<file path="config.mk">
export PLATFORM = sky130hd
export DESIGN_NAME = bfly_switch
export DESIGN_NICKNAME = d
export VERILOG_FILES = /design/src/rtl/bfly_pkg.sv /design/src/rtl/bfly_route.sv /design/src/rtl/bfly_link_buf.sv /design/src/rtl/bfly_switch.sv
export SDC_FILE = /design/constraint.sdc
export NUM_CORES = 1
export LEC_CHECK = 0
export BUFFER_PORTS_ARGS = -buffer_cell sky130_fd_sc_hd__buf_4
export CAP_MARGIN = 20
export CORE_ASPECT_RATIO = 1.4
export CORE_MARGIN = 1
export CORE_UTILIZATION = 55
export CTS_BUF_LIST = sky130_fd_sc_hd__clkbuf_2 sky130_fd_sc_hd__clkbuf_4 sky130_fd_sc_hd__clkbuf_8
export DETAILED_ROUTE_END_ITERATION = 8
export HOLD_SLACK_MARGIN = 0.02
export PLACE_DENSITY_LB_ADDON = 0.08
export SLEW_MARGIN = 20
export SYNTH_ARGS = -nofsm -noshare
export SYNTH_HDL_FRONTEND = slang
export SYNTH_SLANG_ARGS = --single-unit
</file>
<file path="constraint.sdc">
create_clock -name clk -period 2.55 [get_ports clk]
set_clock_uncertainty 0.05 [all_clocks]
set_input_delay 0.1275 -clock clk [delete_from_list [all_inputs] [get_ports clk]]
set_output_delay 0.1275 -clock clk [all_outputs]
set_load 0.02 [all_outputs]
</file>
<file path="src/rtl/bfly_pkg.sv">
package bfly_pkg;
    localparam int NUM_LINKS = 2;

    typedef enum logic {
        PORT_STRAIGHT = 1'b0,
        PORT_OBLIQUE  = 1'b1
    } bfly_port_e;
endpackage

</file>
<file path="src/rtl/bfly_route.sv">
module bfly_route #(
    parameter int WORD_W    = 16,
    parameter int DEST_W    = 3,
    parameter int LEN_W     = 3,
    parameter int STAGE     = 1,
    parameter bit LEVEL_BIT = 1'b1
) (
    input  logic [WORD_W-1:0]     hdr,
    output bfly_pkg::bfly_port_e  port,
    output logic [LEN_W-1:0]      len
);
    logic [DEST_W-1:0] dest;

    always_comb begin
        dest = hdr[DEST_W-1:0];
        len  = hdr[DEST_W +: LEN_W];
        port = (dest[STAGE] == LEVEL_BIT) ? bfly_pkg::PORT_STRAIGHT
                                          : bfly_pkg::PORT_OBLIQUE;
    end
endmodule

</file>
<file path="src/rtl/bfly_link_buf.sv">
module bfly_link_buf #(
    parameter int WORD_W = 16,
    parameter int DEPTH  = 2
) (
    input  logic              clk,
    input  logic              rst_n,
    input  logic              push,
    input  logic [WORD_W-1:0] push_word,
    output logic              space,
    output logic              out_rdy,
    output logic [WORD_W-1:0] out_word,
    input  logic              out_ack
);
    localparam int PTR_W = (DEPTH > 1) ? $clog2(DEPTH) : 1;
    localparam int CNT_W = $clog2(DEPTH + 1);

    typedef struct packed {
        logic [DEPTH-1:0][WORD_W-1:0] mem;
        logic [PTR_W-1:0]             rd;
        logic [PTR_W-1:0]             wr;
        logic [CNT_W-1:0]             cnt;
    } buf_t;

    buf_t st_d, st_q;
    logic pop;

    always_comb begin
        st_d     = st_q;
        space    = (st_q.cnt < CNT_W'(DEPTH));
        out_rdy  = (st_q.cnt != '0);
        out_word = st_q.mem[st_q.rd];
        pop      = out_rdy && out_ack;

        if (push) begin
            st_d.mem[st_q.wr] = push_word;
            st_d.wr = (st_q.wr == PTR_W'(DEPTH - 1)) ? '0 : st_q.wr + 1'b1;
        end
        if (pop) begin
            st_d.rd = (st_q.rd == PTR_W'(DEPTH - 1)) ? '0 : st_q.rd + 1'b1;
        end
        case ({push, pop})
            2'b10:   st_d.cnt = st_q.cnt + 1'b1;
            2'b01:   st_d.cnt = st_q.cnt - 1'b1;
            default: st_d.cnt = st_q.cnt;
        endcase
    end

    always_ff @(posedge clk or negedge rst_n) begin
        if (!rst_n) st_q <= '0;
        else        st_q <= st_d;
    end
endmodule

</file>
<file path="src/rtl/bfly_switch.sv">
module bfly_switch #(
    parameter int WORD_W    = 16,
    parameter int DEST_W    = 3,
    parameter int LEN_W     = 3,
    parameter int STAGE     = 1,
    parameter bit LEVEL_BIT = 1'b1,
    parameter int BUF_DEPTH = 2
) (
    input  logic                   clk,
    input  logic                   rst_n,
    input  logic [1:0]             in_rdy,
    input  logic [1:0][WORD_W-1:0] in_word,
    output logic [1:0]             in_ack,
    output logic [1:0]             out_rdy,
    output logic [1:0][WORD_W-1:0] out_word,
    input  logic [1:0]             out_ack
);
    import bfly_pkg::*;

    localparam int NL = NUM_LINKS;

    typedef struct packed {
        logic             busy;
        logic             owner;
        logic [LEN_W-1:0] remain;
    } hold_t;

    typedef struct packed {
        hold_t [NL-1:0] hold;
        logic  [NL-1:0] rr;
    } sw_t;

    sw_t st_d, st_q;

    bfly_port_e              dst_port [NL];
    logic [NL-1:0][LEN_W-1:0] hdr_len;
    logic [NL-1:0]            held;
    logic [NL-1:0]            win;
    logic [NL-1:0]            live;
    logic [NL-1:0]            push;
    logic [NL-1:0]            space;
    logic [NL-1:0][WORD_W-1:0] buf_word;

    for (genvar gi = 0; gi < NL; gi++) begin : g_in
        bfly_route #(
            .WORD_W   (WORD_W),
            .DEST_W   (DEST_W),
            .LEN_W    (LEN_W),
            .STAGE    (STAGE),
            .LEVEL_BIT(LEVEL_BIT)
        ) u_route (
            .hdr (in_word[gi]),
            .port(dst_port[gi]),
            .len (hdr_len[gi])
        );
    end

    for (genvar go = 0; go < NL; go++) begin : g_out
        bfly_link_buf #(
            .WORD_W(WORD_W),
            .DEPTH (BUF_DEPTH)
        ) u_buf (
            .clk      (clk),
            .rst_n    (rst_n),
            .push     (push[go]),
            .push_word(buf_word[go]),
            .space    (space[go]),
            .out_rdy  (out_rdy[go]),
            .out_word (out_word[go]),
            .out_ack  (out_ack[go])
        );
    end

    always_comb begin
        st_d     = st_q;
        in_ack   = '0;
        push     = '0;
        win      = '0;
        live     = '0;
        buf_word = '0;
        held     = '0;

        // an input is mid-packet when some output is tied to it
        for (int o = 0; o < NL; o++) begin
            if (st_q.hold[o].busy) held[st_q.hold[o].owner] = 1'b1;
        end

        for (int o = 0; o < NL; o++) begin
            logic req0, req1;
            req0 = in_rdy[0] && !held[0] && ((dst_port[0] == PORT_OBLIQUE) == (o == 1));
            req1 = in_rdy[1] && !held[1] && ((dst_port[1] == PORT_OBLIQUE) == (o == 1));

            if (st_q.hold[o].busy) begin
                win[o]  = st_q.hold[o].owner;
                live[o] = in_rdy[st_q.hold[o].owner];
            end else if (req0 && req1) begin
                win[o]  = st_q.rr[o];
                live[o] = 1'b1;
            end else begin
                win[o]  = req1;
                live[o] = req0 || req1;
            end

            push[o]     = live[o] && space[o];
            buf_word[o] = in_word[win[o]];
            if (push[o]) in_ack[win[o]] = 1'b1;

            if (push[o]) begin
                if (st_q.hold[o].busy) begin
                    st_d.hold[o].remain = st_q.hold[o].remain - 1'b1;
                    if (st_q.hold[o].remain == LEN_W'(1)) st_d.hold[o].busy = 1'b0;
                end else begin
                    st_d.rr[o] = ~win[o];
                    if (hdr_len[win[o]] != '0) begin
                        st_d.hold[o].busy   = 1'b1;
                        st_d.hold[o].owner  = win[o];
                        st_d.hold[o].remain = hdr_len[win[o]];
                    end
                end
            end
        end
    end

    always_ff @(posedge clk or negedge rst_n) begin
        if (!rst_n) st_q <= '0;
        else        st_q <= st_d;
    end
endmodule

</file>
* Word level (Yosys, flattened, before mapping)
Cells that the tools add are included.
W data, S select, Z words.
** Storage, ports and cells
- Bits in registers :: 84
- Bits of input ports :: 38
- Output and inout bits :: 36
- Logic and storage cells :: 150
** Cells by class
- Add/sub/neg operators :: 10
- Magnitude comparators :: 16
- Eq/ne operators :: 6
- Multiplexer cells :: 58
- Bitwise logic cells :: 6
- Reductions and logical operators :: 36
** Operators by type and width (number)
- $mux W16 :: 10
- $bwmux W32 :: 2
- $demux W16 S1 :: 2
- $mux W1 :: 26
- $logic_and A1 B1 Y1 :: 18
- $mux W3 :: 6
- $lt A1 B2 Y1 const B :: 8
- $reduce_bool A2 Y1 :: 6
- $mux W5 :: 2
- $mux W2 :: 4
- $pmux W2 S2 :: 2
- $reduce_and A2 Y1 :: 4
- $eq A3 B1 Y1 const B :: 2
- $ge A1 B1 Y1 const B :: 6
- $reduce_and A3 Y1 :: 2
- $reduce_bool A3 Y1 :: 2
- $sub A3 B1 Y3 const B :: 2
- $add A1 B1 Y1 const B :: 4
- $add A2 B1 Y2 const B :: 2
- $demux W1 S1 :: 4
- $eq A2 B1 Y1 const B :: 2
- $eq A2 B2 Y1 const B :: 2
- $lt A2 B2 Y1 const B :: 2
- $not A1 Y1 :: 4
- other kinds (4) :: 8

* Logic depth before layout (Yosys ltp)
Gate-level depths: netlist (run 1).
- Depth in word-level cells :: 20
- Depth in mapped cells :: 10
- Gate-level depth less buffers :: 7

* Hierarchy
A second synthesis (run 1) with hierarchy kept.
** Unflattened totals
- Cell total of the unflattened synthesis :: 403
- Area, all modules :: 4679.5 sq um
** Modules (own cells, without submodules)
- bfly_link_buf :: instances 2, cells an instance 101, area an instance 1571.5 sq um, seq. area each 900.9 sq um
- bfly_switch :: instances 1, cells an instance 193, area an instance 1483.9 sq um, seq. area each 300.3 sq um
- bfly_route :: instances 2, cells an instance 4, area an instance 26.3 sq um, seq. area each 0.0 sq um

* Worst setup path after synthesis (run 1)
No wires, ideal clock.
- Kind :: register to register
- From :: register st_q[6] in the netlist's numbering
- To :: register g_out[0].u_buf.st_q[1] in the netlist's numbering
- Library setup time :: 80 ps
- Arrival time :: 1822 ps
- Data required time :: 2420 ps
- Path slack :: 598 ps
- Stages on the path, launching flop included :: 9
- Buffers on the path :: 2
- Clock period less this slack :: 1952 ps
- Cells stage by stage :: dfrtp_1 > buf_4 > nor2b_1 > nor3_2 > o31ai_2 > buf_2 > ha_1 > nor2_1 > xnor2_1
** On the way
- Cells in the longest elaborated chain, start to end :: 12
- Elaborated cells on any way between the ends :: 18
- Those cells by class :: 2 x eq/ne; 5 x mux; 1 x bitwise; 10 x reduce/logical
** Ends and longest elaborated chain
- from (decl) :: line bfly_switch.sv:33 : sw_t st_d, st_q;
- from (signal assigned) :: line bfly_switch.sv:126 : else st_q <= st_d;
- $mux W2 :: line bfly_switch.sv:85 : if (st_q.hold[o].busy) held[st_q.hold[o].owner] = 1'b1;
- $or A2 B2 Y2 (no line)
- $mux W2 :: line bfly_switch.sv:85
- $logic_not A1 Y1 (on tied branches) :: line bfly_switch.sv:90, bfly_switch.sv:91
- $logic_and A1 B1 Y1 (on tied branches) (2 in a row) :: line bfly_switch.sv:90, bfly_switch.sv:91
- $logic_or A1 B1 Y1 / $logic_and A1 B1 Y1 (equally long branches) :: line bfly_switch.sv:101, bfly_switch.sv:96
- $mux W1 :: line bfly_switch.sv:96 : end else if (req0 && req1) begin
- $mux W1 (*) :: line bfly_switch.sv:93 : if (st_q.hold[o].busy) begin
- $logic_and A1 B1 Y1 (*) :: line bfly_switch.sv:104 : push[o] = live[o] && space[o];
- $eq A2 B1 Y1 / $eq A2 B2 Y1 (equally long branches) :: line bfly_link_buf.sv:41 : case ({push, pop})
- $pmux W2 S2 / $reduce_bool A2 Y1 (equally long branches)
- to (signal assigned) :: line bfly_link_buf.sv:50 : else st_q <= st_d;
- to (decl) :: line bfly_link_buf.sv:24 : buf_t st_d, st_q;
Every way passes the cells marked *; elsewhere a longest branch is shown, timed or not.
A chain may end at the register's enable or synchronous reset.

* Worst setup path after layout (run 1)
- From :: register st_q[11] in the netlist's numbering
- To :: output in_ack[1]
** On the way
- Cells in the longest elaborated chain, start to end :: 14
- Elaborated cells on any way between the ends :: 36
- Those cells by class :: 4 x order compare; 15 x mux; 1 x bitwise; 16 x reduce/logical
** Ends and longest elaborated chain
- $mux W2 :: line bfly_switch.sv:85
- $logic_not A1 Y1 (on tied branches) :: line bfly_switch.sv:90, bfly_switch.sv:91
- $logic_and A1 B1 Y1 (on tied branches) (2 in a row) :: line bfly_switch.sv:90, bfly_switch.sv:91
- $logic_and A1 B1 Y1 :: line bfly_switch.sv:96
- $mux W1 :: line bfly_switch.sv:96
- $mux W1 :: line bfly_switch.sv:93
- $lt A1 B2 Y1 (implied by the code) / $ge A1 B1 Y1 (equally long branches) :: line bfly_switch.sv:106 : if (push[o]) in_ack[win[o]] = 1'b1;
- $logic_and A1 B1 Y1 (implied by the code) :: line bfly_switch.sv:106
- $mux W1 (implied by the code) :: line bfly_switch.sv:106
- $demux W1 S1 :: line bfly_switch.sv:106
- $mux W2 :: line bfly_switch.sv:106
- $or A2 B2 Y2 (no line)
- $mux W2 (*) :: line bfly_switch.sv:106
- to (decl) :: line bfly_switch.sv:13 : output logic [1:0] in_ack,
Marks and branches as above.

==> results.py, run 1 <==
metrics = {
    "outcome": {
        "outcome": "complete, no violations",
    },
    "routing": {
        "antenna_left": 0,
        "drt_iter0_markers": 202,
        "drc": 0,
        "via_per_inst": 5.73,
        "wl_per_cell_um": 17.5,
        "vias": 3567,
        "dr.pass1.iters": 4,
        "finalWirelength_mm": 10.9,
    },
    "power_and_ir_drop": {
        "peakVddDrop_v": 0.000811,
        "p_seq_frac": 0.363,
        "clock_power_share": 0.119,
        "switchingPower_mw": 2.74,
        "powerDensity_nw_per_um2": 1230,
        "combPwrFrac": 0.518,
        "p_int_mw": 3.89,
        "switching_share": 0.413,
        "total_power_mw": 6.63,
        "p_leak_nw": 2.56,
    },
    "synthesis": {
        "yosysTopAreaCell": "dfrtp_1",
        "ys_top_cells_by_count": "dfrtp_1 (84), nand2_1 (74), o21ai_0 (57), mux2_2 (37), mux2i_1 (36)",
        "syn_area_um2": 4620,
        "synth.top_cell.area_share": 0.455,
        "ys_ff_latch": 84,
        "ys_warn_count": 0,
        "syn_inst": 456,
        "ys.flop_type": "dfrtp_1",
        "async_flop_share": 1.00,
        "synth_most_common_cell": "dfrtp_1",
        "ys_types": 61,
        "ys_top_cells_by_area": "dfrtp_1 (45%), mux2_2 (9.0%), mux2i_1 (7.8%)",
        "synth-edff-count": 0,
        "ys_seq_area_frac": 0.455,
        "avgSynthCellArea_um2": 10.1,
        "syn_nets": 500,
    },
    "floorplan": {
        "dieHeight_um": 110,
        "start_util": 0.567,
        "core_area_um2": 8150,
        "dieWidth_um": 79.5,
        "rows": 39,
        "pin_count": 74,
        "die-area_um2": 8780,
    },
    "cts": {
        "path_clk_slew_ps": 80,
        "insertion_delay_ps": 350,
        "cts.path.max_buffers": 2,
        "htreeDepth": 3,
        "cts-root-buf": "clkbuf_8",
        "cts_buffers": 9,
        "cts_tree": "yes",
        "cts_sinks": 84,
    },
    "final_layout": {
        "instances_no_fill": 623,
        "syn2layout_area_growth_pct": 16.7,
        "register_area_um2": 2100,
        "fin_area_um2": 5400,
        "layout-drive-gt1-share": 0.298,
        "multi_input_area_um2": 2280,
        "n_antenna_cell": 0,
        "fin_nets": 563,
        "fillers": 675,
    },
    "critical_path": {
        "critPathKind": "register to primary output",
        "r2r-end": "g_out[1].u_buf.st_q[1]",
        "crit_path_end_kind": "primary output",
        "r2r_start": "st_q[5]",
        "endpoint": "in_ack[1]",
        "cp_max_fo": 11,
        "r2r_cells": 6,
        "reg2reg_slack_ps": 370,
        "required_ps": 2370,
        "startpoint": "st_q[11]",
        "start_kind": "register",
        "worstPathArrival_ps": 2230,
    },
    "sta": {
        "hold-worst-slack_ps": 48.2,
        "rsz0062_at_grt": "no",
        "setup_viol": 0,
        "fin_crit_sh": 0.943,
        "hold_viol": 0,
        "fmax_ghz": 0.416,
        "tightest_slew_ps": 744,
        "slew_headroom": 0.504,
        "final_max_slew_viol_count": 0,
        "tns_ps": 0,
        "fin_crit_ps": 2400,
    },
    "placement": {
        "dp_hpwl_mm": 7.77,
        "dp_cells": 609,
        "postPlaceCellArea_um2": 5230,
        "gp_congestion": 0.954,
        "io_buffers": 73,
    },
    "global_routing": {
        "grt_max_degree": 85,
        "grt.overflow.total": 0,
        "antenna_found_initial": 0,
        "grt_pass1_wl_mm": 17.7,
        "grt_pass1_vias": 3535,
        "track_usage": 0.266,
    },
    "min_path": {
        "hold_path.class": "input pin to register",
        "holdPathStages": 3,
    },
    "run": {
        "drv_cap": 0,
    },
}
[metal layers]
layer  vias up  track usage  routed length, µm
met5         -            0                  0
met4         0       0.0945                210
met3        14       0.0570                658
met2       109        0.445               5620
met1      1714        0.333               4420
li1       1730            -                  -
[how the worst min path moves through the flow]
stage | from | endpoint | slack, ps
floorplan | rst_n | g_out[0].u_buf.st_q[0] | -220
global placement | rst_n | g_out[0].u_buf.st_q[28] | 140
detailed placement | rst_n | g_out[0].u_buf.st_q[13] | 150
CTS | in_word[29] | g_out[1].u_buf.st_q[17] | 40
global route | in_word[29] | g_out[1].u_buf.st_q[17] | 40
finish | in_word[29] | g_out[1].u_buf.st_q[17] | 50
[layout by cell type (no fill, tap or decap), types with 3 or more instances in the layout]
cell	synthesis	final
clkbuf_8	0	9
buf_4	4	81
buf_12	1	3
nor4_1	3	3
o211ai_1	5	5
nor2_1	11	11
nand2_1	74	74
o21ai_1	11	11
or2_2	3	3
mux2_2	37	37
mux2i_1	36	36
and2_1	4	4
o21ai_0	57	57
ha_1	6	6
inv_1	15	15
dfrtp_1	84	84
nor2b_1	4	4
nor3_1	6	6
xor2_1	3	3
and3_1	3	3
a31oi_1	3	3
xnor2_1	5	5
[per-stage QoR]
| step | setup slack, ps | utilization |
|---|---|---|
| after floorplan | 598 | - |
| after global placement | 484 | 0.642 |
| after detailed placement | 423 | 0.642 |
| after CTS | 115 | 0.661 |
| after global routing | 50.9 | 0.662 |
| final | 145 | 0.662 |
[flip-flops by register name, summed over array words and instances (netlist names)]
| signal | flops |
|---|---|
| st_q | 12 |
| g_out.u_buf.st_q | 72 |
[repair_timing]
item / 4_1_cts / 5_1_grt
resized for setup: 0 / 1
endpoints found under the hold margin: 84 / 0
setup buffers: 0 / 0
hold buffers: 1 / 0
endpoints found under the setup margin: 0 / 1
[power by group through the flow]
stage / sequential [mW] / clock, mW / combinational [mW]
2_1_floorplan: 2.21 / 0 / 2.56
3_3_place_gp: 2.40 / 0 / 3.37
3_5_place_dp: 2.44 / 0 / 3.45
4_1_cts: 2.42 / 0.813 / 3.46
5_1_grt: 2.50 / 0.872 / 3.75
6_report: 2.41 / 0.788 / 3.43
[kinds of logic after synthesis]
kind of cell | count (synthesis) | synth area share
compound gates | 114 | 0.166
xor+xnor | 8 | 0.0152
fa+ha+maj | 6 | 0.0162
buf+inv | 48 | 0.0552
flops | 84 | 0.455
mux | 75 | 0.174
simple gates | 121 | 0.119
[critical path, cell delays in order, from the launching register on]
cell and delay [ps]:
dfrtp_1 460, nand2_2 150, and2_1 360, buf_4 230
o31ai_2 70, buf_4 210, o22ai_1 220, buf_4 180
[final cells by class]
| type | instances | area share |
|---|---|---|
| Clock inverter | 3 | 0.00325 |
| Clock buffer | 10 | 0.0244 |
| Sequential cell | 84 | 0.390 |
| Timing Repair Buffer | 85 | 0.126 |
| Multi-Input combinational cell | 324 | 0.423 |
| Inverter | 15 | 0.0104 |
| Tap cell | 102 | 0.0237 |
Note: power is estimated with default switching activity, not from simulation.
==> run 2, diff against run 1 <==
--- a/config.mk
+++ b/config.mk
@@ -8,7 +8,6 @@
 export BUFFER_PORTS_ARGS = -buffer_cell sky130_fd_sc_hd__buf_4
 export CAP_MARGIN = 20
 export CORE_ASPECT_RATIO = 1.4
-export CORE_MARGIN = 1
 export CORE_UTILIZATION = 55
 export CTS_BUF_LIST = sky130_fd_sc_hd__clkbuf_2 sky130_fd_sc_hd__clkbuf_4 sky130_fd_sc_hd__clkbuf_8
 export DETAILED_ROUTE_END_ITERATION = 8
==> constraint.sdc (replaced) <==
create_clock -name clk -period 2.8 [get_ports clk]
set_clock_uncertainty 0.05 [all_clocks]
set_input_delay 0.14 -clock clk [delete_from_list [all_inputs] [get_ports clk]]
set_output_delay 0.14 -clock clk [all_outputs]
set_load 0.02 [all_outputs]
==> results.py, run 2 (same netlist as run 1, synthesis figures left out) <==
metrics = {
    "routing": {
        "drc": 0,
        "vias": 3607,
        "antenna_left": 0,
        "finalWirelength_mm": 10.9,
        "wl_per_cell_um": 17.5,
        "dr.pass1.iters": 4,
        "via_per_inst": 5.78,
        "drt_iter0_markers": 227,
    },
    "final_layout": {
        "utilization": 0.663,
        "syn2layout_area_growth_pct": 16.8,
        "n_antenna_cell": 0,
        "fin_nets": 561,
        "largest_register_ffs": 72,
        "reg_top3": "g_out.u_buf.st_q (72), st_q (12)",
        "fillers": 673,
        "mostFrequentLayoutCells": "dfrtp_1 (84), buf_4 (81), nand2_1 (74), o21ai_0 (57), mux2_2 (37)",
        "layout-drive-gt1-share": 0.297,
        "top_register": "g_out.u_buf.st_q",
        "final_common_cell": "dfrtp_1",
    },
    "floorplan": {
        "dieHeight_um": 110,
        "start_util": 0.567,
        "core_area_um2": 8150,
        "pin_count": 74,
        "rows": 39,
        "die-area_um2": 8780,
        "dieWidth_um": 79.5,
    },
    "critical_path": {
        "cpPeakStageDelay_ps": 460,
        "cp_slowest_cell": "dfrtp_1",
        "cp_max_fo": 19,
        "start_kind": "register",
        "worstPathArrival_ps": 2400,
        "critPathKind": "register to primary output",
        "cpMostUsedCell": "buf_4",
        "required_ps": 2610,
        "reg2reg_slack_ps": 600,
        "crit_path_end_kind": "primary output",
        "crit_chain": "nand2b_1, nand3_1, a31oi_2, buf_4, inv_1, o22ai_1, buf_4",
    },
    "cts": {
        "insertion_delay_ps": 360,
        "cts_hold_buf": 1,
        "cts_buffers": 9,
        "cts_tree": "yes",
        "htreeDepth": 3,
        "cts_resized": 0,
        "post_cts_buffers": 0,
        "cts_sinks": 84,
        "cts.path.max_buffers": 2,
        "path_clk_slew_ps": 80,
        "cts-root-buf": "clkbuf_8",
    },
    "placement": {
        "dp_hpwl_mm": 7.72,
        "gp_congestion": 0.907,
        "io_buffers": 73,
        "pre_cts_slack_ps": 661,
    },
    "sta": {
        "fin_crit_sh": 0.925,
        "tns_ps": 0,
        "rsz0062_at_grt": "no",
        "fmax_ghz": 0.386,
        "fin_crit_ps": 2590,
        "tightest_slew_ps": 784,
        "hold_viol": 0,
        "setup_viol": 0,
        "fin_ws_ps": 209,
        "hold-worst-slack_ps": 32.7,
        "final_max_slew_viol_count": 0,
        "slew_headroom": 0.477,
    },
    "global_routing": {
        "grt.overflow.total": 0,
        "grt_max_degree": 85,
        "grt_pass1_wl_mm": 17.5,
        "track_usage": 0.261,
        "grt_pass1_vias": 3598,
        "antenna_found_initial": 0,
    },
    "power_and_ir_drop": {
        "powerDensity_nw_per_um2": 1150,
        "p_leak_nw": 2.57,
        "peakVddDrop_v": 0.000711,
    },
    "run": {
        "drv_cap": 0,
    },
    "outcome": {
        "outcome": "complete, no violations",
    },
    "min_path": {
        "hold_path.class": "input pin to register",
    },
}
run 2: worst paths after layout:
path / from / end / depth (start not counted)
hold / removal: in_word[6] / g_out[0].u_buf.st_q[10] / 3
setup reg to reg: st_q[5] / g_out[0].u_buf.st_q[16] / 6
max in group asynchronous: rst_n / g_out[1].u_buf.st_q[14] / 2
min in group asynchronous: rst_n / g_out[0].u_buf.st_q[14] / 2
setup / recovery: st_q[5] / in_ack[0] / 7
hold reg to reg: g_out[0].u_buf.st_q[15] / g_out[0].u_buf.st_q[15] / 2
run 2: critical path, delay by kind of cell (launching register included):
kind / cells / cell delay (ps)
buffers and inverters: 3 / 600
and+or+nand+nor: 2 / 510
AOI/OAI and AO/OA: 2 / 460
DFF: 1 / 460
run 2: final cells by class:
class,count,area [µm²],area share
Clock buffer,11,151,0.0280
Clock inverter,5,58.8,0.0109
Inverter,15,56.3,0.0104
Multi-Input combinational cell,324,2280,0.421
Sequential cell,84,2100,0.389
Tap cell,102,128,0.0236
Timing Repair Buffer,83,629,0.116
run 2: report_power, final:
group | switching (mW) | internal [mW]
Sequential | 0.422 | 1.78
Combinational | 1.67 | 1.43
Clock | 0.457 | 0.463
run 2: metrics by stage:
step                      total power, mW  std cells  instance area [µm²]
after CTS                            6.28        624                 5400
after global routing                 6.67        624                 5400
after floorplan                      4.34        456                 4620
after global placement               5.25        607                 5180
final                                6.22        624                 5400
after detailed placement             5.34        607                 5180
run 2: per-layer routing:
layer / vias up / share of wire / global-route usage / wire [µm]
met5: - / 0 / 0 / 0
met4: 0 / 0.016 / 0.0873 / 174
met3: 13 / 0.045 / 0.0488 / 490
met2: 114 / 0.51 / 0.430 / 5530
met1: 1743 / 0.43 / 0.341 / 4710
li1: 1737 / - / - / -
